==> config.mk <==
export PLATFORM = sky130hd
export DESIGN_NAME = fmeg_envelope
export DESIGN_NICKNAME = d
export VERILOG_FILES = /design/src/rtl/fmeg_pkg.sv /design/src/rtl/fmeg_tick_counter.sv /design/src/rtl/fmeg_rate_unit.sv /design/src/rtl/fmeg_env_core.sv /design/src/rtl/fmeg_envelope.sv
export SDC_FILE = /design/constraint.sdc
export NUM_CORES = 1
export LEC_CHECK = 0
export BUFFER_PORTS_ARGS = -buffer_cell sky130_fd_sc_hd__buf_2
export CORE_MARGIN = 1.5
export CORE_UTILIZATION = 60
export DETAILED_ROUTE_END_ITERATION = 16
export PLACE_DENSITY = 0.83
export SYNTH_ARGS = -nofsm -noshare
export SYNTH_HDL_FRONTEND = slang
export SYNTH_HIERARCHICAL = 1
export SYNTH_SLANG_ARGS = --single-unit
==> constraint.sdc <==
create_clock -name clk -period 24.5 [get_ports clk]
set_input_delay 1.225 -clock clk [delete_from_list [all_inputs] [get_ports clk]]
set_output_delay 1.225 -clock clk [all_outputs]
set_load 0.02 [all_outputs]
==> src/rtl/fmeg_pkg.sv <==
package fmeg_pkg;
  localparam int ATT_W        = 10;
  localparam int IDX_W        = 7;
  localparam int FAST_ATK_IDX = 94;
  localparam int FINITE_BASE  = 32;
  localparam int SLOW_SHIFT   = 11;
  localparam logic [ATT_W-1:0] ATT_MAX = '1;

  typedef enum logic [1:0] {
    ST_ATK = 2'd0,
    ST_DEC = 2'd1,
    ST_SUS = 2'd2,
    ST_REL = 2'd3
  } env_state_e;

  // index for attack, decay and sustain fields
  function automatic logic [IDX_W-1:0] rate_idx(input logic [4:0] field,
                                                input logic [4:0] ks);
    logic [IDX_W-1:0] base;
    base = (field == 5'd0) ? '0 : IDX_W'(FINITE_BASE) + {1'b0, field, 1'b0};
    return base + IDX_W'(ks);
  endfunction

  function automatic logic [IDX_W-1:0] rel_idx(input logic [3:0] field,
                                               input logic [4:0] ks);
    return IDX_W'(34) + {1'b0, field, 2'b00} + IDX_W'(ks);
  endfunction

  function automatic logic [5:0] eff_rate(input logic [IDX_W-1:0] idx);
    logic [IDX_W-1:0] d;
    d = idx - IDX_W'(FINITE_BASE);
    return (d > IDX_W'(63)) ? 6'd63 : d[5:0];
  endfunction

  function automatic logic [3:0] rate_shift(input logic [5:0] r);
    return (r < 6'd48) ? 4'(4'd11 - r[5:2]) : 4'd0;
  endfunction

  function automatic logic [ATT_W-1:0] level_of(input logic [3:0] sl);
    return (sl == 4'd15) ? ATT_W'(992) : ATT_W'({sl, 5'b00000});
  endfunction

  function automatic logic [3:0] pat_inc(input logic [5:0] r, input logic [2:0] s);
    logic [1:0] p;
    logic       lo;
    logic       hi;
    logic [1:0] k;
    p = r[1:0];
    if (r < 6'd6) p = 2'd0;
    else if (r < 6'd8) p = 2'd2;
    lo = s[0] | ((s == 3'd4) & p[0]) | (((s == 3'd2) | (s == 3'd6)) & p[1]);
    case (p)
      2'd0:    hi = 1'b0;
      2'd1:    hi = s[1] & s[0];
      2'd2:    hi = s[0];
      default: hi = (s[1:0] != 2'd0);
    endcase
    k = 2'(r[5:2] - 4'd12);
    if (r < 6'd2)        return 4'd0;
    else if (r < 6'd48)  return {3'b000, lo};
    else if (r >= 6'd60) return 4'd8;
    else                 return (4'd1 << k) << hi;
  endfunction

  // v - ceil((v+1)*inc/16), floored at zero
  function automatic logic [ATT_W-1:0] attack_next(input logic [ATT_W-1:0] v,
                                                   input logic [3:0] inc);
    logic [14:0] prod;
    logic [10:0] dec;
    prod = (15'(v) + 15'd1) * 15'(inc) + 15'd15;
    dec  = prod[14:4];
    return (dec >= 11'(v)) ? '0 : ATT_W'(11'(v) - dec);
  endfunction
endpackage

==> src/rtl/fmeg_tick_counter.sv <==
module fmeg_tick_counter #(
  parameter int CNT_W = 16
) (
  input  logic             clk,
  input  logic             rst_n,
  input  logic             tick_i,
  output logic [CNT_W-1:0] cnt_o
);
  always_ff @(posedge clk or negedge rst_n) begin
    if (!rst_n)      cnt_o <= '0;
    else if (tick_i) cnt_o <= cnt_o + 1'b1;
  end
endmodule

==> src/rtl/fmeg_rate_unit.sv <==
module fmeg_rate_unit
  import fmeg_pkg::*;
#(
  parameter int CNT_W = 16
) (
  input  env_state_e       state_i,
  input  logic [4:0]       ar_i,
  input  logic [4:0]       dr_i,
  input  logic [4:0]       sr_i,
  input  logic [3:0]       rr_i,
  input  logic [4:0]       ks_i,
  input  logic [CNT_W-1:0] cnt_i,
  input  logic             tick_i,
  output logic             step_en_o,
  output logic [3:0]       inc_o,
  output logic             fast_atk_o
);
  logic [IDX_W-1:0] atk_idx;
  logic [IDX_W-1:0] sel_idx;
  logic             finite;
  logic [5:0]       rate;
  logic [3:0]       shamt;
  logic [CNT_W-1:0] low_mask;
  logic [2:0]       step;

  always_comb begin
    atk_idx = rate_idx(ar_i, ks_i);
    unique case (state_i)
      ST_ATK:  sel_idx = atk_idx;
      ST_DEC:  sel_idx = rate_idx(dr_i, ks_i);
      ST_SUS:  sel_idx = rate_idx(sr_i, ks_i);
      default: sel_idx = rel_idx(rr_i, ks_i);
    endcase
    finite    = (sel_idx >= IDX_W'(FINITE_BASE));
    rate      = eff_rate(sel_idx);
    shamt     = finite ? rate_shift(rate) : 4'(SLOW_SHIFT);
    low_mask  = (CNT_W'(1) << shamt) - CNT_W'(1);
    step      = 3'(cnt_i >> shamt);
    step_en_o = tick_i && finite && ((cnt_i & low_mask) == '0);
    inc_o     = finite ? pat_inc(rate, step) : 4'd0;
  end

  assign fast_atk_o = (atk_idx >= IDX_W'(FAST_ATK_IDX));
endmodule

==> src/rtl/fmeg_env_core.sv <==
module fmeg_env_core
  import fmeg_pkg::*;
(
  input  logic             clk,
  input  logic             rst_n,
  input  logic             key_on_i,
  input  logic             key_off_i,
  input  logic             sl_wr_i,
  input  logic [3:0]       sl_i,
  input  logic             fast_atk_i,
  input  logic             step_en_i,
  input  logic [3:0]       inc_i,
  output logic [ATT_W-1:0] atten_o,
  output env_state_e       state_o,
  output logic             phase_rst_o,
  output logic             keyon_evt_o,
  output logic             keyoff_evt_o,
  output logic             sl_hit_o
);
  logic             held_q;
  logic             held_d;
  logic [ATT_W-1:0] atten_d;
  env_state_e       state_d;
  logic [ATT_W-1:0] lvl;
  logic [ATT_W:0]   added;
  logic [ATT_W-1:0] sat_add;
  logic [ATT_W-1:0] atk_val;
  env_state_e       settle_st;

  assign lvl          = level_of(sl_i);
  assign settle_st    = (sl_i == 4'd0) ? ST_SUS : ST_DEC;
  assign keyon_evt_o  = key_on_i && !held_q;
  assign keyoff_evt_o = key_off_i && held_q;
  assign sl_hit_o     = sl_wr_i && (state_o == ST_DEC) && (atten_o >= lvl);
  assign added        = {1'b0, atten_o} + (ATT_W+1)'(inc_i);
  assign sat_add      = added[ATT_W] ? ATT_MAX : added[ATT_W-1:0];
  assign atk_val      = attack_next(atten_o, inc_i);

  always_comb begin
    atten_d = atten_o;
    state_d = state_o;
    held_d  = held_q;
    if (keyon_evt_o) begin
      held_d = 1'b1;
      if (fast_atk_i) begin
        atten_d = '0;
        state_d = settle_st;
      end else begin
        state_d = (atten_o != '0) ? ST_ATK : settle_st;
      end
    end else if (keyoff_evt_o) begin
      held_d  = 1'b0;
      state_d = ST_REL;
    end else if (sl_hit_o) begin
      state_d = ST_SUS;
    end else if (step_en_i) begin
      unique case (state_o)
        ST_ATK: begin
          atten_d = atk_val;
          if (atk_val == '0) state_d = settle_st;
        end
        ST_DEC: begin
          atten_d = sat_add;
          if (sat_add >= lvl) state_d = ST_SUS;
        end
        default: atten_d = sat_add;
      endcase
    end
  end

  always_ff @(posedge clk or negedge rst_n) begin
    if (!rst_n) begin
      atten_o     <= ATT_MAX;
      state_o     <= ST_REL;
      held_q      <= 1'b0;
      phase_rst_o <= 1'b0;
    end else begin
      atten_o     <= atten_d;
      state_o     <= state_d;
      held_q      <= held_d;
      phase_rst_o <= keyon_evt_o;
    end
  end
endmodule

==> src/rtl/fmeg_envelope.sv <==
module fmeg_envelope
  import fmeg_pkg::*;
#(
  parameter int CNT_W = 16
) (
  input  logic         clk,
  input  logic         rst_n,
  input  logic         eg_tick_i,
  input  logic         key_on_i,
  input  logic         key_off_i,
  input  logic         sl_wr_i,
  input  logic [4:0]   attack_rate_i,
  input  logic [4:0]   decay_rate_i,
  input  logic [4:0]   sustain_rate_i,
  input  logic [3:0]   sustain_lvl_i,
  input  logic [3:0]   release_rate_i,
  input  logic [4:0]   ks_offset_i,
  output logic [9:0]   atten_o,
  output logic [1:0]   state_o
  ,
  output logic         phase_rst_o
);
  logic [CNT_W-1:0] env_cnt;
  logic             step_en;
  logic [3:0]       step_inc;
  logic             fast_atk;
  logic             keyon_evt;
  logic             keyoff_evt;
  logic             sl_hit;
  env_state_e       cur_state;
  logic [ATT_W-1:0] cur_atten;

  fmeg_tick_counter #(.CNT_W(CNT_W)) u_cnt (
    .clk    (clk),
    .rst_n  (rst_n),
    .tick_i (eg_tick_i),
    .cnt_o  (env_cnt)
  );

  fmeg_rate_unit #(.CNT_W(CNT_W)) u_rate (
    .state_i    (cur_state),
    .ar_i       (attack_rate_i),
    .dr_i       (decay_rate_i),
    .sr_i       (sustain_rate_i),
    .rr_i       (release_rate_i),
    .ks_i       (ks_offset_i),
    .cnt_i      (env_cnt),
    .tick_i     (eg_tick_i),
    .step_en_o  (step_en),
    .inc_o      (step_inc),
    .fast_atk_o (fast_atk)
  );

  fmeg_env_core u_core (
    .clk          (clk),
    .rst_n        (rst_n),
    .key_on_i     (key_on_i),
    .key_off_i    (key_off_i),
    .sl_wr_i      (sl_wr_i),
    .sl_i         (sustain_lvl_i),
    .fast_atk_i   (fast_atk),
    .step_en_i    (step_en),
    .inc_i        (step_inc),
    .atten_o      (cur_atten),
    .state_o      (cur_state),
    .phase_rst_o  (phase_rst_o),
    .keyon_evt_o  (keyon_evt),
    .keyoff_evt_o (keyoff_evt),
    .sl_hit_o     (sl_hit)
  );

  assign atten_o = cur_atten;
  assign state_o = cur_state;
endmodule

Word-level counts from Yosys, hierarchy flattened. Index checks and enable logic that the tools add are counted. Widths: inputs -> output; s select.

Register bits: 30. Input bits: 34. Output and inout bits: 13.

$add $sub $neg: 17. Multiply operators: 1. $lt $le $gt $ge: 11. Equal/unequal tests: 13. Shifts and indexed selects: 4. Mux-type cells: 35. Bitwise gates (word level): 7. Reductions and logical operators: 23.

Operators with widths (number): $mux 10 (9); $add 6x6->7 const A (4); $add 7x5->7 (4); $mux 4 (6); $mux 2 (11); $mux 7 (3); $pmux 7 s3 (1); $ge 10x10->1 (2); $add 16x1->16 const B (1); $and 16x16->16 (1); $logic_not 16->1 (1); $shl 1x4->16 const A (1); $shr 16x4->3 (1); $sub 16x2->16 const B (1); $add 15x4->15 const B (1); $logic_not 5->1 (3); $mul 15x4->15 (1); $add 10x1->11 const B (1); $add 10x4->11 (1); $ge 11x10->1 (1); $logic_not 10->1 (1); $reduce_bool 10->1 (1); $sub 10x10->10 (1); $reduce_and 4->1 (2); other kinds (35) (52).

Logic depth before layout (Yosys ltp). Gate-level depths: netlist (run 1).

Depth in word-level cells: 29. Gate-level depth with buffers: 44.

Hierarchy. Netlist (run 1), hierarchy kept.

By module, submodules not included: fmeg_env_core (instances 1, cells an instance 436, area an instance 3659.8 µm², seq. area each 365.4 µm²); fmeg_rate_unit (instances 1, cells an instance 252, area an instance 1915.6 µm², seq. area each 0.0 µm²); fmeg_tick_counter (instances 1, cells an instance 56, area an instance 695.7 µm², seq. area each 400.4 µm²).

Least setup slack after synthesis (run 1). Ideal clock, no wire load.

Path type: input port to flip-flop. From: input sustain_rate_i[0]. To: register u_core.state_o[0]. Library setup time: 0.086 ns. Arrival time: 9.676 ns. Required time: 24.414 ns. Path slack: 14.738 ns. Stages: 37. Buffers on the path: 1. Cells stage by stage: mux2_2 -> ha_1 -> fa_1 -> a21o_1 -> a21oi_1 -> xnor2_1 -> nand2_4 -> nand2_4 -> inv_4 -> ha_1 -> nand2_1 -> a31oi_2 -> mux2_2 -> o32ai_1 -> o21a_2 -> nor3_1 -> maj3_4 -> mux2i_1 -> clkinv_1 -> nor2_1 -> fa_1 -> fa_1 -> ha_1 -> ha_1 -> a21o_1 -> a21oi_2 -> a31oi_1 -> a211o_1 -> a21oi_1 -> xnor2_1 -> ha_1 -> buf_2 -> and3_1 -> a21o_1 -> or4_4 -> a31oi_1 -> o31ai_2.

Word-level cells in the longest chain between the ends: 25.

RTL lines: start: declaration (RTL line fmeg_envelope.sv:14) `input logic [4:0] sustain_rate_i,`; $add 6x6->7 / $logic_not 5->1 (equally long branches) (RTL line fmeg_pkg.sv:20) `base = (field == 5'd0) ? '0 : IDX_W'(FINITE_BASE) + {1'b0, field, 1'b0};`; $mux 7 * (RTL line fmeg_pkg.sv:20); $add 7x5->7 * (RTL line fmeg_pkg.sv:21) `return base + IDX_W'(ks);`; $pmux 7 s3 * (RTL line fmeg_rate_unit.sv:28) `unique case (state_i)`; $sub 7x6->7 (RTL line fmeg_pkg.sv:31) `d = idx - IDX_W'(FINITE_BASE);`; $gt 7x6->1 (RTL line fmeg_pkg.sv:32) `return (d > IDX_W'(63)) ? 6'd63 : d[5:0];`; $mux 6 (RTL line fmeg_pkg.sv:32); $lt 6x6->1 / $sub 4x4->4 (equally long branches) (RTL line fmeg_pkg.sv:36, fmeg_pkg.sv:60); [... 10 more ...]; net step_inc[1] (RTL line fmeg_envelope.sv:25) `logic [3:0] step_inc;`; $mul 15x4->15 (RTL line fmeg_pkg.sv:70) `prod = (15'(v) + 15'd1) * 15'(inc) + 15'd15;`; $add 15x4->15 (RTL line fmeg_pkg.sv:70); $sub 10x10->10 / $ge 11x10->1 (equally long branches) (RTL line fmeg_pkg.sv:72) `return (dec >= 11'(v)) ? '0 : ATT_W'(11'(v) - dec);`; $mux 10 (RTL line fmeg_pkg.sv:72); $logic_not 10->1 (RTL line fmeg_env_core.sv:60) `if (atk_val == '0) state_d = settle_st;`; $ne 5x3->1 (no source line); $reduce_and 4->1 (no source line) *; end signal: assignment (RTL line fmeg_env_core.sv:79) `state_o <= state_d;`; end: declaration (RTL line fmeg_env_core.sv:14) `output env_state_e state_o,`.

The timed path passes the listed nets; every way through them passes the cells marked *. A chain may end at the register's enable or synchronous reset.

Worst setup path after layout (run 1).
From: register u_core.state_o[1]. To: register u_core.state_o[0].

Word-level cells in the longest chain between the ends: 23.

RTL lines: $eq 2x2->1 (tied with other cells) (RTL line fmeg_rate_unit.sv:28); $pmux 7 s3 * (RTL line fmeg_rate_unit.sv:28); $sub 7x6->7 (RTL line fmeg_pkg.sv:31); $gt 7x6->1 (RTL line fmeg_pkg.sv:32); $mux 6 (RTL line fmeg_pkg.sv:32); $lt 6x6->1 / $sub 4x4->4 (equally long branches) (RTL line fmeg_pkg.sv:36, fmeg_pkg.sv:60); $mux 4 (RTL line fmeg_pkg.sv:36) `return (r < 6'd48) ? 4'(4'd11 - r[5:2]) : 4'd0;`; $mux 4 (RTL line fmeg_rate_unit.sv:36) `shamt = finite ? rate_shift(rate) : 4'(SLOW_SHIFT);`; [... 8 more ...]; net step_inc[1] (RTL line fmeg_envelope.sv:25); $mul 15x4->15 (RTL line fmeg_pkg.sv:70); $add 15x4->15 (RTL line fmeg_pkg.sv:70); $sub 10x10->10 / $ge 11x10->1 (equally long branches) (RTL line fmeg_pkg.sv:72); $mux 10 (RTL line fmeg_pkg.sv:72); $logic_not 10->1 (RTL line fmeg_env_core.sv:60); $ne 5x3->1 (no source line); $reduce_and 4->1 (no source line) *.

The timed path passes the listed nets; every way through them passes the cells marked *. The select of a mux whose other input is x is not followed.

==> results of run 1 <==
## state kept, by name, indices dropped and copies added, names as in the netlist
name	count
u_core/held_q	1
u_cnt/cnt_o	15
u_core/atten_o	10
u_core/phase_rst_o	1
u_core/state_o	2
## metrics by stage
| stage | cells | area (um2) | utilization | setup WS [ns] | hold slack, ns |
|---|---|---|---|---|---|
| floorplan | 740 | 6230 | - | 14.74 | 0.446 |
| global placement | 898 | 6500 | 0.638 | 13.77 | 0.466 |
| detailed placement | 898 | 6500 | 0.638 | 13.46 | 0.475 |
| CTS | 906 | 6590 | 0.647 | 13.55 | 0.484 |
| global route | 906 | 6590 | 0.647 | 12.79 | 0.493 |
| finish | 906 | 6590 | 0.647 | 13.37 | 0.480 |
## per-layer routing
layer,GRT usage,share of wire,wire length [um],vias up
li1,-,-,-,2772
met1,0.428,0.45,7520,2845
met2,0.518,0.48,7930,230
met3,0.0231,0.056,936,29
met4,0.0959,0.018,296,0
met5,0,0,0,-
## layout by cell type, fill, tap and decap left out, drive strengths merged, types with 4 or more instances in the layout
master / n
o31ai: 12
nand2: 49
mux2: 9
a31oi: 10
xor2: 14
nand3: 33
and3: 11
inv: 60
nor2b: 31
a211oi: 7
xnor2: 32
nor3: 19
or3: 7
o2111ai: 8
o21ai: 26
and2: 13
o211ai: 11
ha: 81
a21o: 7
or2: 5
a21oi: 38
o22ai: 4
dfrtp: 17
buf: 46
a211o: 5
nor2: 53
nand4: 16
dfstp: 12
fa: 24
nor4: 13
clkbuf: 8
mux2i: 11
o21a: 11
nand3b: 5
nand2b: 7
a221o: 4
## worst paths after layout
kind,depth (start not counted),end
worst max-delay path,37,u_core/state_o[0]
worst min-delay path,1,u_cnt/cnt_o[14]
worst max register to register,37,u_core/state_o[0]
worst min register to register,1,u_cnt/cnt_o[14]
max in group asynchronous,1,u_cnt/cnt_o[8]
min in group asynchronous,1,u_cnt/cnt_o[10]
## cell type report
type / instances / area, um2 / share of cell area
flip-flops and latches: 29 / 741 / 0.112
repair buffers: 46 / 230 / 0.0350
multi-input cells: 626 / 5120 / 0.778
well taps: 136 / 170 / 0.0258
clock buffers: 8 / 90.1 / 0.0137
inverters: 61 / 231 / 0.0351
==> results_dict.tcl, run 1 <==
set metrics [dict create \
    placementRows 37 \
    fp.dieH_um 105 \
    reg2reg_setup_slack_ns 13.37 \
    ant_nets 0 \
    place_congestion 0.915 \
    clk_path_buf_depth 2 \
    synth_area_per_cell_um2 8.42 \
    drive_gt1_frac 0.169 \
    slowest_stage "dfstp_2" \
    hold_path_class "reg2reg" \
    path_common_cell "ha_1" \
    critPathArrivalTime_ns 11.34 \
    netlist_area_um2 6230 \
    grt_usage 0.310 \
    port_buffers 46 \
    n_antenna_cell 0 \
    dieArea_um2 11000 \
    numClockSinks 29 \
    grt_pass1_vias 5777 \
    max_stage_delay_ns 0.67 \
    viasPerCell 6.49 \
    clk_latency_ns 0.29 \
    fillCellCount 898 \
    vias 5876 \
    setup_tns_ns 0 \
    finalSetupViolations 0 \
    cts_setup_buffers 0 \
    grt_pass1_wl_um 27900 \
    finalCriticalPeriod_ns 11.13 \
    cts_resized 0 \
    dr.pass1.iters 5 \
    grt_overflow_total 0 \
    r2r-start "u_core/state_o[1]" \
    path_max_fanout 16 \
    startpoint "u_core/state_o[1]" \
    tightest_slew_ns 0.889 \
    dpl.hpwl_um 13400 \
    grt_setup_unrepaired "no" \
    routed_wl_um 16700 \
    cts_buffers 5 \
    syn_nets 879 \
    drc 0 \
    status "complete, no violations" \
    clock-root-buffer "clkbuf_8" \
    crit_buf_inv 2 \
    finalNetCount 908 \
    fp.coreArea_um2 10200 \
    die_w_um 105 \
    hold_buffers 0 \
    area_growth_pct 5.75 \
    initial_core_util 0.612 \
    critPathRequiredTime_ns 24.71 \
    wl_per_cell_um 18.4 \
    holdCritStartpoint "u_cnt/cnt_o[14]" \
    yosys_warnings 6 \
    io_pins 47 \
    fin_crit_sh 0.454 \
    cts_tree "done" \
    cp_top_family "adder cells" \
    maxCapViolCount 0 \
    fmax_ghz 0.0899 \
    worst_setup_path_end_kind "flip-flop" \
    antenna_found_initial 0 \
    synthesis.instances 740 \
    drt_iter0_markers 589 \
    slew_violations 0 \
    cts.clk_slew.worst_paths_ns 0.06 \
    timing.slew.headroom 0.391 \
    cp-start-kind "flip-flop" \
    h-tree-depth 2 \
    finalHoldViolCount 0 \
    worstSetupPathType "reg2reg" \
    grt_max_degree 30 \
    fin_skew_ns 0.00700 \
]
Power of run 1 is not shown: default switching activity piles up to over one toggle a cycle in this logic, so the estimate is an artifact.
==> run 2: changes to the inputs <==
- clock period: 24.5 -> 10.7 ns (I/O delays scaled with it)
==> results_dict.tcl, run 2 (synthesis gave the netlist of run 1 again) <==
set metrics [dict create \
    status "complete, no violations" \
    drt_iter0_markers 535 \
    path_max_fanout 12 \
    slowest_stage "dfstp_2" \
    numClockSinks 29 \
    cts_resized 0 \
    largest_reg_flops 15 \
    multi_input_area_um2 5150 \
    hold_path_class "in2async" \
    setup_tns_ns 0 \
    grt_max_degree 30 \
    dr.pass1.iters 6 \
    met3WireLength_um 1110 \
    clk_latency_ns 0.29 \
    dieArea_um2 11000 \
    grt_setup_unrepaired "no" \
    drive_gt1_frac 0.183 \
    crit_buf_inv 1 \
    top_regs "u_cnt/cnt_o: 15 flops, u_core/atten_o: 10 flops, u_core/state_o: 2 flops" \
    fillCellCount 837 \
    max_stage_delay_ns 0.64 \
    slew_violations 0 \
    fp.dieH_um 105 \
    tightest_slew_ns 0.841 \
    fp.coreArea_um2 10200 \
    grt_overflow_total 0 \
    finalSetupViolations 0 \
    finalCriticalPeriod_ns 10.13 \
    n_antenna_cell 0 \
    seq_area_um2 741 \
    h-tree-depth 2 \
    crit_cells 38 \
    final_common_cell "ha_1" \
    wl_per_cell_um 18.0 \
    final_cell_area_um2 6650 \
    reg2reg_setup_slack_ns 0.57 \
    worst_setup_path_end_kind "flip-flop" \
    highest_layer "met4" \
    ant_nets 0 \
    vias 5920 \
    place_area_um2 6530 \
    grt_pass1_vias 5760 \
    finalNetCount 913 \
    maxCapViolCount 0 \
    dr_wl_met2_um 7550 \
    largest_register "u_cnt/cnt_o" \
    cts.clk_slew.worst_paths_ns 0.06 \
    worstSetupPathType "reg2reg" \
    routed_wl_um 16400 \
    fin_crit_sh 0.947 \
    fmax_ghz 0.0987 \
    path_common_cell "ha_1" \
    cp-start-kind "flip-flop" \
    clock-root-buffer "clkbuf_8" \
    dp_cells 903 \
    grt_usage 0.303 \
    cts_setup_buffers 0 \
    finalHoldViolCount 0 \
    wirelength_met1_um 7240 \
    layout.cells.most_common_list "ha_1 (79), inv_1 (59), nor2_1 (48)" \
    antenna_found_initial 0 \
    cts_buffers 5 \
    port_buffers 46 \
    hold_buffers 0 \
    io_pins 47 \
    initial_core_util 0.612 \
    fin_cells 911 \
    critPathRequiredTime_ns 10.90 \
    r2r-start "u_core/state_o[1]" \
    fin_skew_ns 0.0105 \
    dpl.hpwl_um 13300 \
    worstReg2RegEnd "u_core/state_o[0]" \
    critPathArrivalTime_ns 10.33 \
    cts_tree "done" \
    area_growth_pct 6.71 \
    grt_pass1_wl_um 27600 \
    ff2ff_path_depth 38 \
    die_w_um 105 \
    placementRows 37 \
    place_congestion 0.959 \
    cp_top_family "adder cells" \
    clk_path_buf_depth 2 \
    viasPerCell 6.50 \
    timing.slew.headroom 0.433 \
    drc 0 \
]
-- run 2: worst reg2reg max path: cells and delay by family, from the launching register on --
kind	cells	cell delay [ns]
AO/OA/AOI/OAI	14	3.14
XOR/XNOR	3	0.48
adder cells (fa/ha/maj)	10	3.72
buffers and inverters	1	0.05
flip-flops	1	0.64
multiplexers	2	0.74
AND/OR/NAND/NOR	8	1.27
-- run 2: through the flow --
stage          hold WS [ns]  utilization  setup slack (ns)
6_report              0.280        0.653             0.572
5_1_grt               0.335        0.653           0.00293
4_1_cts               0.295        0.650             0.280
3_5_place_dp          0.488        0.642             0.322
3_3_place_gp          0.471        0.642             0.612
2_1_floorplan         0.239            -             0.982
-- run 2: layout make-up --
cell class / count / share of cell area
clock buffers: 6 / 0.0109
clock inverters: 2 / 0.00151
inverters: 61 / 0.0348
multi-input cells: 626 / 0.775
flip-flops and latches: 29 / 0.111
well taps: 136 / 0.0256
repair buffers: 51 / 0.0403
-- run 2: routing by layer --
| metal | vias up | GRT usage |
|---|---|---|
| met5 | - | 0 |
| met3 | 54 | 0.0393 |
| met4 | 0 | 0.115 |
| met1 | 2800 | 0.411 |
| li1 | 2787 | - |
| met2 | 279 | 0.491 |
-- run 2: worst max-delay path by stage --
stage	from	end
finish	u_core/state_o[1]	u_core/state_o[0]
global route	u_core/state_o[1]	u_core/state_o[0]
CTS	u_core/state_o[1]	u_core/state_o[0]
detailed placement	u_core/state_o[1]	u_core/state_o[0]
global placement	u_core/state_o[1]	u_core/state_o[0]
floorplan	u_core/state_o[1]	u_core/state_o[0]
Power of run 2 is left out for the same reason.
==> run 3: changes to the inputs <==
- PLACE_DENSITY: 0.83 -> 0.77
==> results_dict.tcl, run 3 (synthesis gave the netlist of run 1 again) <==
set metrics [dict create \
    area_growth_pct 7.59 \
    wl_per_cell_um 18.5 \
    worst_setup_path_end_kind "flip-flop" \
    initial_core_util 0.612 \
    grt_setup_unrepaired "no" \
    drc 0 \
    fp.dieH_um 105 \
    hold_buffers 0 \
    cts_buffers 5 \
    met2_usage 0.513 \
    finalNetCount 915 \
    grt_overflow_total 0 \
    final_common_cell "ha_1" \
    clk_path_buf_depth 2 \
    finalSetupViolations 0 \
    vias 5917 \
    top_regs "u_cnt/cnt_o: 15 flops, u_core/atten_o: 10 flops, u_core/state_o: 2 flops" \
    cts_tree "done" \
    hold_path_class "in2async" \
    drive_gt1_frac 0.192 \
    slew_violations 0 \
    path_max_fanout 12 \
    setup_tns_ns 0 \
    cp_top_family "adder cells" \
    grt_usage 0.311 \
    dpl.hpwl_um 13700 \
    met3_usage 0.0374 \
    port_buffers 46 \
    cts.clk_slew.worst_paths_ns 0.07 \
    drt_iter0_markers 421 \
    place_congestion 0.972 \
    largest_reg_flops 15 \
    grt_pass1_wl_um 28200 \
    place_ws_ns 0.189 \
    tightest_slew_ns 0.877 \
    finalCriticalPeriod_ns 10.13 \
    cp-start-kind "flip-flop" \
    fin_skew_ns 0.0103 \
    layout.cells.most_common_list "ha_1 (78), inv_1 (59), nor2_1 (48)" \
    top_usage_layer "met2" \
    grt_pass1_vias 5929 \
    critPathArrivalTime_ns 10.34 \
    numClockSinks 29 \
    viasPerCell 6.48 \
    clk_latency_ns 0.28 \
    worstSetupPathType "reg2reg" \
    timing.slew.headroom 0.414 \
    antenna_found_initial 0 \
    io_pins 47 \
    fmax_ghz 0.0987 \
    fp.coreArea_um2 10200 \
    crit_buf_inv 3 \
    clock-root-buffer "clkbuf_8" \
    dr.pass1.iters 5 \
    maxCapViolCount 0 \
    placementRows 37 \
    startpoint "u_core/state_o[0]" \
    max_stage_delay_ns 0.65 \
    ant_nets 0 \
    setup_ws_ns 0.566 \
    n_antenna_cell 0 \
    h-tree-depth 2 \
    largest_register "u_cnt/cnt_o" \
    grt_max_degree 30 \
    critPathRequiredTime_ns 10.91 \
    dieArea_um2 11000 \
    routed_wl_um 16900 \
    gr-usage-met1 0.434 \
    finalHoldViolCount 0 \
    die_w_um 105 \
    fin_crit_sh 0.947 \
    slowest_stage "dfstp_2" \
    status "complete, no violations" \
    r2r-start "u_core/state_o[0]" \
]
-- run 3: layout make-up --
class,instances,area (um2)
fill,918,3480
inverter,61,231
clock inverter,3,17.5
sequential,29,741
multi-input combinational,626,5190
tap,136,170
timing repair buffer,53,283
clock buffer,5,68.8
-- run 3: worst paths after layout --
path | slack [ns] | cells after the start | endpoint
max | 0.57 | 39 | u_core/state_o[1]
min | 0.27 | 1 | u_cnt/cnt_o[1]
max reg2reg | 0.57 | 39 | u_core/state_o[1]
min reg2reg | 0.49 | 1 | u_cnt/cnt_o[14]
max in group asynchronous | 10.01 | 1 | u_cnt/cnt_o[11]
min in group clk | 0.46 | 2 | u_core/held_q
-- run 3: worst register-to-register path: cells and delay by family, from the launching register on --
kind                     cells  cell delay [ns]
multiplexers                 2             0.42
XOR/XNOR                     3             0.48
buffers and inverters        3             0.36
adder cells (fa/ha/maj)     10             3.75
AND/OR/NAND/NOR              8             1.54
AO/OA/AOI/OAI               13             2.88
flip-flops                   1             0.65
-- run 3: layer usage --
metal  routed length, um  vias to the layer above
met5                   0                        -
met4                 215                        0
met3                1070                       28
met2                7960                      235
met1                7680                     2873
li1                    -                     2781
-- run 3: per-stage QoR --
stage / hold slack [ns] / utilization / std cells / area [um2]
floorplan: 0.239 / - / 740 / 6230
finish: 0.270 / 0.658 / 913 / 6700
CTS: 0.283 / 0.650 / 911 / 6620
global placement: 0.466 / 0.642 / 903 / 6530
global route: 0.322 / 0.658 / 913 / 6700
detailed placement: 0.483 / 0.642 / 903 / 6530
-- run 3: repair_timing --
item                                   CTS  global route
endpoints found under the hold margin    0             0
resized for setup                        0            14
buffers inserted                         0             2
setup endpoints to repair                0            12
Power of run 3 is left out for the same reason.
